## src/rtl/gptPkg.sv

```systemverilog
package gptPkg;
  // Strobes from control to datapath; priority loadMax > loadPre > dec.
  typedef struct packed {
    logic loadMax;
    logic loadPre;
    logic dec;
  } cntStrobeT;
endpackage

```

## src/rtl/gptDatapath.sv

```systemverilog
module gptDatapath import gptPkg::*; #(
  parameter int CNT_W = 16
) (
  input  logic             clk,
  input  logic             rstN,
  input  cntStrobeT        strb,
  input  logic             loadWrEn,
  input  logic [CNT_W-1:0] loadValue,
  output logic [CNT_W-1:0] count,
  output logic             cntZero
);
  localparam logic [CNT_W-1:0] CNT_MAX = '1;

  logic [CNT_W-1:0] preloadReg;

  always_ff @(posedge clk or negedge rstN) begin
    if (!rstN) preloadReg <= '0;
    else if (loadWrEn) preloadReg <= loadValue;
  end

  always_ff @(posedge clk or negedge rstN) begin
    if (!rstN) count <= CNT_MAX;
    else if (strb.loadMax) count <= CNT_MAX;
    else if (strb.loadPre) count <= loadWrEn ? loadValue : preloadReg;
    else if (strb.dec) count <= count - 1'b1;
  end

  assign cntZero = (count == '0);
endmodule

```

## src/rtl/gptCtrl.sv

```systemverilog
module gptCtrl import gptPkg::*; #(
  parameter int TICK_DIV = 12500
) (
  input  logic      clk,
  input  logic      rstN,
  input  logic      cfgWrEn,
  input  logic      cfgEnable,
  input  logic      cfgIrqEn,
  input  logic      loadWrEn,
  input  logic      stsWrEn,
  input  logic      stsWrData,
  input  logic      cntZero,
  output cntStrobeT strb,
  output logic      enState,
  output logic      irqEnState,
  output logic      wrapEvt,
  output logic      status,
  output logic      irq
);
  localparam int PW = (TICK_DIV > 1) ? $clog2(TICK_DIV) : 1;
  localparam logic [PW-1:0] PRESC_LAST = PW'(TICK_DIV - 1);

  logic [PW-1:0] presc;
  logic enNext, enRise, enFall, tick, restart;

  assign enNext  = cfgWrEn ? cfgEnable : enState;
  assign enRise  = enNext & ~enState;
  assign enFall  = enState & ~enNext;
  assign restart = enRise | (enState & enNext & loadWrEn);
  assign tick    = enState && (presc == PRESC_LAST);

  always_comb begin
    strb.loadMax = enFall | (tick & cntZero & ~restart);
    strb.loadPre = restart & ~enFall;
    strb.dec     = tick & ~cntZero & ~restart & ~enFall;
    wrapEvt      = tick & cntZero & ~restart & ~enFall;
  end

  always_ff @(posedge clk or negedge rstN) begin
    if (!rstN) begin
      enState    <= 1'b0;
      irqEnState <= 1'b0;
    end else if (cfgWrEn) begin
      enState    <= cfgEnable;
      irqEnState <= cfgIrqEn;
    end
  end

  always_ff @(posedge clk or negedge rstN) begin
    if (!rstN) presc <= '0;
    else if (!enNext || restart || tick) presc <= '0;
    else presc <= presc + 1'b1;
  end

  always_ff @(posedge clk or negedge rstN) begin
    if (!rstN) begin
      status <= 1'b0;
      irq    <= 1'b0;
    end else begin
      status <= (wrapEvt & irqEnState) | (status & ~(stsWrEn & stsWrData));
      irq    <= status & irqEnState;
    end
  end
endmodule

```

## src/rtl/gptTimer.sv

```systemverilog
module gptTimer import gptPkg::*; #(
  parameter int CNT_W    = 16,
  parameter int TICK_DIV = 12500
) (
  input  logic             clk,
  input  logic             rstN,
  input  logic             cfgWrEn,
  input  logic             cfgEnable,
  input  logic             cfgIrqEn,
  input  logic             loadWrEn,
  input  logic [CNT_W-1:0] loadValue,
  input  logic             stsWrEn,
  input  logic             stsWrData,
  output logic [CNT_W-1:0] count,
  output logic             status,
  output logic             irq
);
  cntStrobeT strb;
  logic cntZero, enState, irqEnState, wrapEvt;

  gptCtrl #(.TICK_DIV(TICK_DIV)) uCtrl (
    .clk(clk), .rstN(rstN), .cfgWrEn(cfgWrEn), .cfgEnable(cfgEnable),
    .cfgIrqEn(cfgIrqEn), .loadWrEn(loadWrEn), .stsWrEn(stsWrEn),
    .stsWrData(stsWrData), .cntZero(cntZero), .strb(strb),
    .enState(enState), .irqEnState(irqEnState), .wrapEvt(wrapEvt),
    .status(status), .irq(irq)
  );

  gptDatapath #(.CNT_W(CNT_W)) uData (
    .clk(clk), .rstN(rstN), .strb(strb), .loadWrEn(loadWrEn),
    .loadValue(loadValue), .count(count), .cntZero(cntZero)
  );
endmodule

```

## config.mk

```make
export PLATFORM = sky130hd
export DESIGN_NAME = gptTimer
export DESIGN_NICKNAME = d
export VERILOG_FILES = /design/src/rtl/gptPkg.sv /design/src/rtl/gptDatapath.sv /design/src/rtl/gptCtrl.sv /design/src/rtl/gptTimer.sv
export SDC_FILE = /design/constraint.sdc
export NUM_CORES = 1
export LEC_CHECK = 0
export CORE_AREA = 10 10 78 86
export CTS_CLUSTER_SIZE = 40
export DETAILED_ROUTE_END_ITERATION = 7
export DIE_AREA = 0 0 88 96
export PLACE_DENSITY = 0.77
export SYNTH_ARGS = -nofsm -noshare
export SYNTH_HDL_FRONTEND = slang
export SYNTH_SLANG_ARGS = --single-unit
export TNS_END_PERCENT = 1
```

## constraint.sdc

```tcl
create_clock -name clk -period 2.5 [get_ports clk]
set_clock_uncertainty 0.05 [all_clocks]
set_input_delay 0.25 -clock clk [delete_from_list [all_inputs] [get_ports clk]]
set_output_delay 0.25 -clock clk [all_outputs]
set_load 0.02 [all_outputs]
```

# == Word-level counts from Yosys, hierarchy flattened ==
# Index checks and enable logic that the tools add are counted.
# classes
addsub,2
multipliers,0
div,0
magnitude_cmp,0
eq_ne,1
shifts,0
mux,6
bitwise,24
reduce_logical,6
# op_table
op,count
16-bit 2-to-1 mux,4
16-bit zero test,1
"16-bit by 1-bit subtractor with 16-bit output, second input constant",1
1-bit AND,15
"14-bit by 1-bit adder with 14-bit output, second input constant",1
"14-bit equality test, second input constant",1
14-bit 2-to-1 mux,1
1-bit inverter,6
1-bit bitwise OR,3
3-bit nonzero test,1
1-bit logical OR,2
1-bit logical AND,1
1-bit zero test,1
1-bit 2-to-1 mux,1
# word_totals
reg_bits,50
latch_bits,0
mem_bits_rw,0
rom_bits,0
in_bits,24
out_inout_bits,18
word_cells,46
mem_count,0

# == Longest topological paths before layout ==
# Gate-level depths: netlist of the first run.
# depth
depth_word,10
mapped_depth,8
ltp_nobuf,7

# == Hierarchy ==
# Synthesis of the first run repeated with hierarchy kept, for this count alone.
# hier_totals
hier_cells,233
area_unflattened_um2,2632.5
# by_module_without_submodules
mod,n_inst,cells_each,area_each_um2,seq_area_each_um2
gptDatapath,1,143,1636.6,820.8
gptCtrl,1,90,996.0,450.4

# == Least setup slack after synthesis of the first run ==
# No wires, ideal clock.
# synth_path
path_type,reg-to-reg
startpoint,register uCtrl.presc[2]
endpoint,register uData.count[11]
setup_ps,101
t_arrival_ps,1950
required_time_ps,2349
path_slack_ps,399
stages_incl_launch_ff,7
n_path_buf,1
synth_period_minus_slack_ps,2101
cell_sequence,dfrtp_1 -> or4_1 -> or4_1 -> buf_2 -> or3_1 -> o21ai_1 -> a21oi_1
# synth_between
elab_chain_cells,6
word_cells_on_any_way,10
classes_between,eq/ne (1); mux (1); bitwise (6); reduce/logical (2)
# synth_lines
element,line_no,source
start: declaration,gptCtrl.sv:23,logic [PW-1:0] presc;
start signal: assignment,gptCtrl.sv:52,else presc <= presc + 1'b1;
14-bit equality test *,gptCtrl.sv:30,assign tick = enState && (presc == PRESC_LAST);
1-bit logical AND *,gptCtrl.sv:30,
1-bit AND (on tied branches) (2 in series),"gptCtrl.sv:35, gptCtrl.sv:33",
1-bit AND or 1-bit bitwise OR (tied branches),"gptCtrl.sv:35, gptCtrl.sv:33",
3-bit nonzero test (no line) or 16-bit 2-to-1 mux (tied branches),--,
end signal: assignment,gptDatapath.sv:24,else if (strb.loadPre) count <= loadWrEn ? loadValue : preloadReg;
end signal: assignment,gptDatapath.sv:25,else if (strb.dec) count <= count - 1'b1;
end: declaration,gptDatapath.sv:9,"output logic [CNT_W-1:0] count,"
# Every way passes the cells marked *; elsewhere a longest branch is shown, timed or not.
# A chain may end at the register's enable or synchronous reset.

# == Worst setup path in the final report of the first run ==
# layout_path
startpoint,register uCtrl.presc[2]
endpoint,register uData.count[7]
# The elaborated chain is that of the path after synthesis.

==> run_results.csv, run 1 <==
group,metric,value,unit
run_status,status,"complete, no violations",
logic_synthesis,synth_top_area_share,33.4,%
critical_path,slowest_delay,0.57,ns
logic_synthesis,synthTopCellsByArea,"dfrtp_1 33%, dfstp_2 17%, mux2_2 7.5%, nor2_1 4.3%, o22ai_1 3.0%",
critical_path,crit_slowest_cell,"or4_1",
logic_synthesis,synth_seq_cells,50,
die,std_cell_rows,27,
global_routing,grt_antenna_before_repair,0,
critical_path,startpoint_type,"register",
global_routing,gr-total-overflow,0,
placement,placed_cells,348,
sta,worst_pin_slew,0.528,ns
power_and_ir_drop,power_density,658,nW/um2
critical_path,crit_path_cell_trace,"or4_1 > or4_1 > nand2_2 > nor2_1 > nor4_1",
logic_synthesis,yosysTopAreaCell,"dfrtp_1",
sta,fmax,0.431,GHz
logic_synthesis,netlist_area,2540,um2
critical_path,required,2.66,ns
sta,setup_tns,0,ns
power_and_ir_drop,p_leak,1.27,nW
route,num_vias,2042,
logic_synthesis,synthCells,254,
critical_path,critPathCapture,"uData.count[7]$_DFFE_PN1P_",
logic_synthesis,yosys_most_used_dff,"dfrtp_1",
critical_path,cpMostUsedCell,"or4_1",
critical_path,critPathLaunch,"uCtrl.presc[2]$_DFF_PN0_",
die,initial_core_util,51.2,%
logic_synthesis,ys_top_cells_by_count,"34 x dfrtp_1, 29 x nor2_1, 19 x nand2_1",
placement,io_buffers,41,
die,die_x,88,um
route,ant_nets,0,
clock_tree,cts.clk_slew.worst_paths,0.09,ns
sta,hold_viol,0,
sta,maxSlewViolCount,0,
sta,finalCritPeriodShare,92.9,%
placement,dp.final_hpwl,4510,um
logic_synthesis,synth_cell_types,44,
critical_path,rr_worst_depth,5,
clock_tree,cts_buffers,5,
die,die-area,8450,um2
global_routing,grt_pass1_wl,10100,um
clock_tree,insertion_delay,0.30,ns
logic_synthesis,yosysMostFrequentCell,"dfrtp_1",
critical_path,critical_path_arrival,2.48,ns
critical_path,cp_max_fo,13,
sta,finalSetupViolations,0,
clock_tree,htreeDepth,2,
global_routing,grt_pass1_vias,2085,
route,drt_iter0_markers,182,
flow_run,maxCapViolCount,0,
sta,maxSlewHeadroom,64.8,%
worst_hold_path,hold_path_class,"input port to async pin",
finish,nNetsFinal,325,
finish,diodes,0,
clock_tree,cts_tree,"done",
finish,synthToLayoutAreaGrowth,23.6,%
route,viasPerCell,5.72,
global_routing,grt_start_max_net_pins,29,
die,die_y,96,um
clock_tree,cts-root-buf,"clkbuf_8",
finish,fillerInstances,412,
finish,stdcell_count,357,
global_routing,gr-usage-all-layers,14.7,%
route,drc_errors,0,
critical_path,path_class,"register to register",
critical_path,worstSetupEndpointType,"register",
logic_synthesis,yosysSeqAreaShare,50.0,%
sta,period_needed,2.32,ns
die,io_pins,42,
logic_synthesis,syn_area_per_cell,10.0,um2
logic_synthesis,synth_nets,281,
logic_synthesis,synth_edf_count,0,
critical_path,rrSetupSlack,0.18,ns
route,wl_per_cell,16.5,um
placement,gp_congestion,0.892,
power_and_ir_drop,finalPower,0.00207,W
route,drt-total-wl,5900,um
route,first_pass_iters,5,
clock_tree,cts_resized,0,
sta,rsz0062_at_grt,"false",
logic_synthesis,async_flop_share,100,%
clock_tree,cts.sinks,50,
power_and_ir_drop,ir_worst_vdd,0.357,mV
clock_tree,cts_buffer_depth,2,
finish,layout-drive-gt1-share,18.1,%
logic_synthesis,ys.warnings.count,0,
critical_path,r2r_start,"uCtrl.presc[2]$_DFF_PN0_",
critical_path,worst_r2r_endpoint,"uData.count[7]$_DFFE_PN1P_",
die,core_area,4970,um2
-- metal layers --
metal / up-vias / global-route usage [%] / share of wire (%) / routed length [um]
met5: - / 0 / 0 / 0
met4: 0 / 5.05 / 0.36 / 21
met3: 3 / 3.55 / 6.5 / 383
met2: 46 / 26.0 / 54 / 3170
met1: 1004 / 16.8 / 39 / 2320
li1: 989 / - / - / -
-- registers in the layout (all words and copies together) (netlist names) --
name              count
uData.count          16
uData.preloadReg     16
uCtrl.presc          14
uCtrl.enState         1
uCtrl.irq             1
uCtrl.irqEnState      1
uCtrl.status          1
-- worst max-delay path: cells and delay by family (launching register included) --
| family | cells | cell delay (ns) |
|---|---|---|
| and+or+nand+nor | 5 | 1.75 |
| DFF | 1 | 0.43 |
-- through the flow --
step                util [%]  instance area, um2  worst slack (ns)  hold slack [ns]
global placement        60.9                3020             0.307            0.203
floorplan                  -                2540             0.399          -0.0956
finish                  63.3                3140             0.178            0.401
detailed placement      60.9                3020             0.232            0.209
global route            63.3                3140            0.0440            0.455
CTS                     63.3                3140             0.201            0.427
-- report_power, final --
group / leakage, nW / internal, W / switching [W]
clock: 0.0575 / 0.000280 / 0.000257
combinational: 0.606 / 0.000234 / 0.000237
sequential: 0.602 / 0.000940 / 0.000119
total: 1.27 / 0.00145 / 0.000613
-- layout make-up --
cell class / count / area, um2 / area share (%)
well taps: 58 / 72.6 / 2.31
multi-input cells: 184 / 1190 / 37.8
clock buffers: 8 / 110 / 3.50
repair buffers: 47 / 465 / 14.8
flip-flops and latches: 50 / 1270 / 40.4
inverters: 10 / 37.5 / 1.19
-- placed cells by master (no fill, tap or decap), types with 5 or more instances in the layout --
| cell | synthesis | routed |
|---|---|---|
| nand3_1 | 5 | 5 |
| nor3_1 | 13 | 13 |
| clkdlybuf4s50_1 | 0 | 40 |
| dfrtp_1 | 34 | 34 |
| nor2_1 | 29 | 29 |
| xnor2_1 | 5 | 5 |
| or3_1 | 7 | 7 |
| o22ai_1 | 12 | 12 |
| and3_1 | 8 | 8 |
| dfstp_2 | 16 | 16 |
| mux2_2 | 17 | 17 |
| clkbuf_8 | 0 | 8 |
| inv_1 | 10 | 10 |
| nand2_1 | 19 | 19 |
| a21oi_1 | 13 | 13 |
| xor2_1 | 8 | 8 |
-- how the worst min path moves through the flow --
stage                     from                        endpoint  slack (ns)  cells after the start
after global routing      rstN   uData.preloadReg[8]$_DFF_PN0_        0.45                      2
after CTS                 rstN   uData.preloadReg[8]$_DFF_PN0_        0.43                      2
final                     rstN   uData.preloadReg[8]$_DFF_PN0_        0.40                      2
after detailed placement  rstN  uData.preloadReg[13]$_DFF_PN0_        0.21                      1
after floorplan           rstN         uCtrl.enState$_DFF_PN0_        -0.1                      0
after global placement    rstN  uData.preloadReg[12]$_DFF_PN0_        0.20                      1
-- cell families (layout without fill, tap and decap cells) --
family                   Yosys count  in the layout  share of synthesized area, %
AO/OA/AOI/OAI                     36             36                          8.46
buffers and inverters             20             65                          3.34
XOR/XNOR                          13             13                          4.48
multiplexers                      19             19                          8.31
adder cells (fa/ha/maj)            3              3                          1.48
flip-flops                        50             50                          50.0
AND/OR/NAND/NOR                  113            113                          24.0
-- what timing repair did --
| item | CTS | global route |
|---|---|---|
| setup buffers | 0 | 0 |
| hold buffers | 1 | 0 |
| hold endpoints to repair | 17 | 0 |
| endpoints found under the setup margin | 0 | 0 |
Power figures use the tool's default switching activity.
==> run 2: changes to the inputs <==
--- a/config.mk
+++ b/config.mk
@@ -5,10 +5,11 @@
 export SDC_FILE = /design/constraint.sdc
 export NUM_CORES = 1
 export LEC_CHECK = 0
-export CORE_AREA = 10 10 78 86
+export CORE_AREA = 10 10 72 80
 export CTS_CLUSTER_SIZE = 40
 export DETAILED_ROUTE_END_ITERATION = 7
-export DIE_AREA = 0 0 88 96
+export DIE_AREA = 0 0 82 90
+export DONT_BUFFER_PORTS = 1
 export PLACE_DENSITY = 0.77
 export SYNTH_ARGS = -nofsm -noshare
 export SYNTH_HDL_FRONTEND = slang
==> run 2 against run 1 <==
Effect of this change:
- register-to-register slack improved by 0.03 ns
- fmax is 1.1% higher
- wire length fell by 8.3%
- first-iteration DRC count decreased by 44%
- hold slack lost 0.36 ns
- critical endpoint is now uData.count[5]$_DFFE_PN1P_
- largest cell class unchanged
==> run_results.csv, run 2 (synthesized netlist as in run 1, its figures left out) <==
group,metric,value,unit
placement,dp.final_hpwl,3930,um
finish,nNetsFinal,281,
global_routing,gr-usage-all-layers,14.9,%
critical_path,startpoint_type,"register",
clock_tree,cts-root-buf,"clkbuf_8",
route,num_vias,1849,
clock_tree,insertion_delay,0.31,ns
die,die-area,7380,um2
route,viasPerCell,5.98,
finish,largestRegisters,"uData.count (16), uData.preloadReg (16), uCtrl.presc (14)",
finish,mostFrequentLayoutCells,"34 x dfrtp_1, 29 x nor2_1, 19 x nand2_1",
run_status,status,"complete, no violations",
clock_tree,cts.sinks,50,
finish,mostFrequentLayoutCell,"dfrtp_1",
global_routing,grt_pass1_vias,1886,
route,drt_iter0_markers,102,
clock_tree,cts_tree,"done",
critical_path,cp_max_fo,13,
clock_tree,cts_setup_buffers,0,
die,core_area,4190,um2
clock_tree,cts_buffers,5,
clock_tree,htreeDepth,2,
clock_tree,cts_buffer_depth,2,
sta,hold_viol,0,
global_routing,gr-total-overflow,0,
sta,rsz0062_at_grt,"false",
placement,gp_congestion,0.858,
die,initial_core_util,60.7,%
sta,maxSlewHeadroom,56.9,%
worst_hold_path,hold_path_class,"input port to register",
clock_tree,cts.clk_slew.worst_paths,0.09,ns
power_and_ir_drop,p_leak,1.08,nW
critical_path,required,2.66,ns
critical_path,worstSetupEndpointType,"register",
route,ant_nets,0,
flow_run,maxCapViolCount,0,
placement,io_buffers,0,
route,drc_errors,0,
die,die_x,82,um
finish,synthToLayoutAreaGrowth,6.15,%
die,std_cell_rows,25,
route,drt-total-wl,5410,um
sta,hold_slack,0.0387,ns
die,die_y,90,um
finish,layout-drive-gt1-share,19.2,%
sta,maxSlewViolCount,0,
route,first_pass_iters,4,
sta,finalSetupViolations,0,
global_routing,grt_antenna_before_repair,0,
critical_path,critical_path_arrival,2.46,ns
sta,fmax,0.436,GHz
sta,period_needed,2.30,ns
sta,setup_tns,0,ns
global_routing,grt_start_max_net_pins,51,
power_and_ir_drop,ir_worst_vdd,0.487,mV
power_and_ir_drop,power_density,685,nW/um2
sta,worst_pin_slew,0.647,ns
finish,diodes,0,
route,wl_per_cell,17.5,um
global_routing,grt_pass1_wl,8830,um
critical_path,path_class,"register to register",
die,io_pins,42,
sta,finalCritPeriodShare,91.8,%
==> run 2: routing by layer <==
metal	wire length, um	track usage, %	up-vias	part of all wire, %
met2	2870	26.0	43	53
met1	2010	15.2	897	37
met3	399	4.68	13	7.4
met4	127	7.24	0	2.3
li1	-	-	896	-
met5	0	0	-	0
==> run 2: critical path: stages (launching register included) <==
cell and delay (ns):
dfrtp_1 0.43, or4_1 0.56, or4_1 0.54, nand2_2 0.28, nor2_1 0.07, nor4_1 0.28
==> run 2: final timing paths <==
check | from | endpoint | slack [ns] | depth (start not counted)
hold / removal | loadValue[5] | uData.preloadReg[5]$_DFF_PN0_ | 0.04 | 1
max in group asynchronous | rstN | uData.count[11]$_DFFE_PN1P_ | 1.72 | 2
setup reg to reg | uCtrl.presc[2]$_DFF_PN0_ | uData.count[5]$_DFFE_PN1P_ | 0.20 | 5
min in group asynchronous | rstN | uData.preloadReg[9]$_DFF_PN0_ | 0.39 | 2
setup / recovery | uCtrl.presc[2]$_DFF_PN0_ | uData.count[5]$_DFFE_PN1P_ | 0.20 | 5
hold reg to reg | uData.preloadReg[9]$_DFF_PN0_ | uData.preloadReg[9]$_DFF_PN0_ | 0.45 | 1
==> run 2: final cells by class <==
| type | instances | area, um2 |
|---|---|---|
| well taps | 54 | 67.6 |
| clock inverters | 1 | 5.00 |
| flip-flops and latches | 50 | 1270 |
| multi-input cells | 184 | 1190 |
| repair buffers | 3 | 45.0 |
| fillers | 351 | 1490 |
| clock buffers | 7 | 86.3 |
| inverters | 10 | 37.5 |
==> run 2: repair_timing <==
action                                 CTS  global route
endpoints found under the hold margin   50             0
gates resized for setup                  0             0
hold buffers                             2             0
==> run 2: stage by stage <==
stage	power, W	cell area (um2)	setup WS, ns	utilization (%)	instances
floorplan	0.00130	2540	0.399	-	254
global placement	0.00136	2570	0.293	61.3	299
detailed placement	0.00137	2570	0.228	61.3	299
CTS	0.00187	2700	0.214	64.4	309
global route	0.00195	2700	0.0764	64.4	309
finish	0.00185	2700	0.204	64.4	309
==> run 2: power by group <==
group | leakage [nW] | switching, W | total (W) | internal [W]
combinational | 0.433 | 0.000120 | 0.000229 | 0.000109
clock | 0.0482 | 0.000252 | 0.000476 | 0.000223
sequential | 0.602 | 0.000201 | 0.00114 | 0.000943
==> run 3: changes to the inputs <==
--- a/config.mk
+++ b/config.mk
@@ -5,10 +5,11 @@
 export SDC_FILE = /design/constraint.sdc
 export NUM_CORES = 1
 export LEC_CHECK = 0
-export CORE_AREA = 10 10 72 80
+export ABC_AREA = 1
+export CORE_AREA = 10 10 75 83
 export CTS_CLUSTER_SIZE = 40
 export DETAILED_ROUTE_END_ITERATION = 7
-export DIE_AREA = 0 0 82 90
+export DIE_AREA = 0 0 85 93
 export DONT_BUFFER_PORTS = 1
 export PLACE_DENSITY = 0.77
 export SYNTH_ARGS = -nofsm -noshare
==> run 3 against run 2 <==
Effect of this change:
- hold slack worse by 0.025 ns
- sequential power up 7%
- die area up 7.1%
- cell area up 8.2%
- count of clock-buffer cells in the layout unchanged
- wire length up 13%
- sequential cell count unchanged
- sequential share of layout area down 3.6 points
- utilization down 0.72 points
- non-clock buffer count unchanged
==> run_results.csv, run 3 <==
group,metric,value,unit
global_routing,gr-total-overflow,0,
clock_tree,cts_buffers,5,
logic_synthesis,ys.warnings.count,0,
route,drt-total-wl,6130,um
logic_synthesis,yosysMostFrequentCell,"nand2_1",
sta,maxSlewViolCount,0,
route,num_vias,2303,
clock_tree,cts.clk_slew.worst_paths,0.09,ns
critical_path,startpoint_type,"register",
worst_hold_path,hold_path_class,"input port to register",
route,first_pass_iters,4,
logic_synthesis,synthCells,381,
sta,period_needed,1.93,ns
placement,dp_slack,0.587,ns
clock_tree,cts.sinks,50,
critical_path,path_class,"register to register",
die,die_y,93,um
sta,rsz0062_at_grt,"false",
placement,gp_congestion,0.870,
clock_tree,cts_tree,"done",
clock_tree,cts_buffer_depth,2,
critical_path,critPathCapture,"uData.count[5]$_DFFE_PN1P_",
logic_synthesis,synth_cell_types,30,
power_and_ir_drop,swShare,37.3,%
clock_tree,htreeDepth,2,
critical_path,critical_path_arrival,2.11,ns
sta,worst_pin_slew,0.518,ns
power_and_ir_drop,clkPwrFrac,22.0,%
critical_path,r2r_start,"uData.count[0]$_DFFE_PN1P_",
route,drc_errors,0,
power_and_ir_drop,ir_worst_vdd,0.333,mV
finish,nNetsFinal,408,
sta,finalCritPeriodShare,77.2,%
logic_synthesis,synth_nets,408,
die,die-area,7910,um2
finish,layout-drive-gt1-share,9.95,%
flow_run,maxCapViolCount,0,
route,drt_iter0_markers,150,
global_routing,grt_start_max_net_pins,51,
finish,post-route-cell-area,2920,um2
logic_synthesis,netlist_area,2780,um2
logic_synthesis,yosysSeqAreaShare,45.7,%
route,wl_per_cell,14.0,um
sta,fmax,0.518,GHz
die,io_pins,42,
placement,placed_area,2790,um2
sta,finalSetupViolations,0,
logic_synthesis,synth_top_area_share,30.6,%
clock_tree,cts-root-buf,"clkbuf_8",
global_routing,grt_pass1_vias,2334,
route,viasPerCell,5.26,
finish,synthToLayoutAreaGrowth,4.94,%
logic_synthesis,synth_edf_count,0,
global_routing,gr-usage-all-layers,15.9,%
die,die_x,85,um
critical_path,required,2.68,ns
power_and_ir_drop,power_density,759,nW/um2
critical_path,rr_worst_depth,10,
logic_synthesis,yosysTopAreaCell,"dfrtp_1",
finish,largestRegisters,"uData.count (16), uData.preloadReg (16), uCtrl.presc (14)",
power_and_ir_drop,pwr-share-comb,22.9,%
critical_path,cp_max_fo,15,
placement,dp.final_hpwl,4530,um
global_routing,grt_pass1_wl,10500,um
die,std_cell_rows,26,
placement,io_buffers,0,
clock_tree,insertion_delay,0.30,ns
power_and_ir_drop,switchingPower,0.000828,W
power_and_ir_drop,seqPwrFrac,55.1,%
global_routing,grt_antenna_before_repair,0,
finish,mostFrequentLayoutCells,"132 x nand2_1, 51 x nor2_1, 40 x inv_1",
critical_path,rrSetupSlack,0.57,ns
die,initial_core_util,60.7,%
logic_synthesis,yosys_most_used_dff,"dfrtp_1",
finish,stdcell_count,438,
logic_synthesis,async_flop_share,100,%
power_and_ir_drop,p_int,0.00139,W
finish,fillerInstances,428,
sta,hold_viol,0,
route,ant_nets,0,
critical_path,critPathLaunch,"uData.count[0]$_DFFE_PN1P_",
critical_path,worst_r2r_endpoint,"uData.count[5]$_DFFE_PN1P_",
logic_synthesis,ys_top_cells_by_count,"132 x nand2_1, 51 x nor2_1, 40 x inv_1",
power_and_ir_drop,p_leak,1.46,nW
sta,setup_tns,0,ns
run_status,status,"complete, no violations",
critical_path,worstSetupEndpointType,"register",
finish,mostFrequentLayoutCell,"nand2_1",
sta,setup_ws,0.569,ns
die,core_area,4590,um2
placement,placed_cells,428,
logic_synthesis,synth_seq_cells,50,
logic_synthesis,synthTopCellsByArea,"dfrtp_1 31%, nand2_1 18%, dfstp_2 15%, nor2_1 6.9%, inv_1 5.4%",
clock_tree,cts_setup_buffers,0,
sta,maxSlewHeadroom,65.4,%
logic_synthesis,syn_area_per_cell,7.31,um2
sta,hold_slack,0.0139,ns
finish,diodes,0,
run 3: routing by layer:
metal	track usage, %	share of wire (%)	vias up
li1	-	-	1194
met1	17.4	42	1063
met2	28.2	51	39
met3	5.38	6.1	7
met4	4.81	1.2	0
met5	0	0	-
run 3: timing repair:
| action | in CTS | in global routing |
|---|---|---|
| hold buffers | 2 | 0 |
| gates resized for setup | 0 | 0 |
| hold endpoints to repair | 50 | 0 |
run 3: area by class of cell:
cell class              count  area, um2  area share (%)
clock buffers               7       86.3            2.96
inverters                  42        158            5.40
repair buffers              3       45.0            1.54
clock inverters             1       5.00           0.171
flip-flops and latches     50       1270            43.5
well taps                  56       70.1            2.40
multi-input cells         279       1290            44.0
run 3: worst min path at each step:
| stage | endpoint | startpoint | cells past startpoint | slack [ns] |
|---|---|---|---|---|
| finish | uCtrl.irqEnState$_DFFE_PN0P_ | cfgWrEn | 2 | 0.01 |
| floorplan | uCtrl.enState$_DFF_PN0_ | rstN | 0 | -0.1 |
| detailed placement | uData.preloadReg[7]$_DFF_PN0_ | rstN | 0 | -0.09 |
| global route | uCtrl.irqEnState$_DFFE_PN0P_ | cfgWrEn | 2 | 0.02 |
| global placement | uData.preloadReg[7]$_DFF_PN0_ | rstN | 0 | -0.09 |
| CTS | uCtrl.irqEnState$_DFFE_PN0P_ | cfgWrEn | 2 | 0.01 |
run 3: critical path, stage by stage, from the launching register on:
cell	delay [ns]
dfstp_2	0.63
inv_1	0.12
ha_1	0.21
nand2_1	0.06
nor2_1	0.04
nand3_1	0.10
nor2_2	0.07
nor2_4	0.32
nand2_1	0.09
nand2_1	0.08
o21ai_0	0.08
run 3: power by group through the flow:
stage                     registers (W)  logic (W)  clock network [W]
after detailed placement        0.00124   0.000483                  0
after CTS                       0.00123   0.000510           0.000497
final                           0.00122   0.000508           0.000488
after global routing            0.00125   0.000598           0.000520
after floorplan                 0.00119   0.000416                  0
after global placement          0.00124   0.000468                  0
run 3: cell families (layout without fill, tap and decap cells):
family	count (synthesis)	count (layout)	synth area share, %
AOI/OAI and AO/OA	33	33	6.20
xor gates and xnor gates	7	7	2.20
and+or+nand+nor	234	234	35.7
buffers and inverters	52	53	8.13
adders and majority gates	3	3	1.35
DFF	50	50	45.7
muxes	2	2	0.719
run 3: through the flow:
stage,util (%),power [W]
2_1_floorplan,-,0.00160
3_3_place_gp,60.9,0.00171
3_5_place_dp,60.9,0.00173
4_1_cts,63.7,0.00224
5_1_grt,63.7,0.00237
6_report,63.7,0.00222
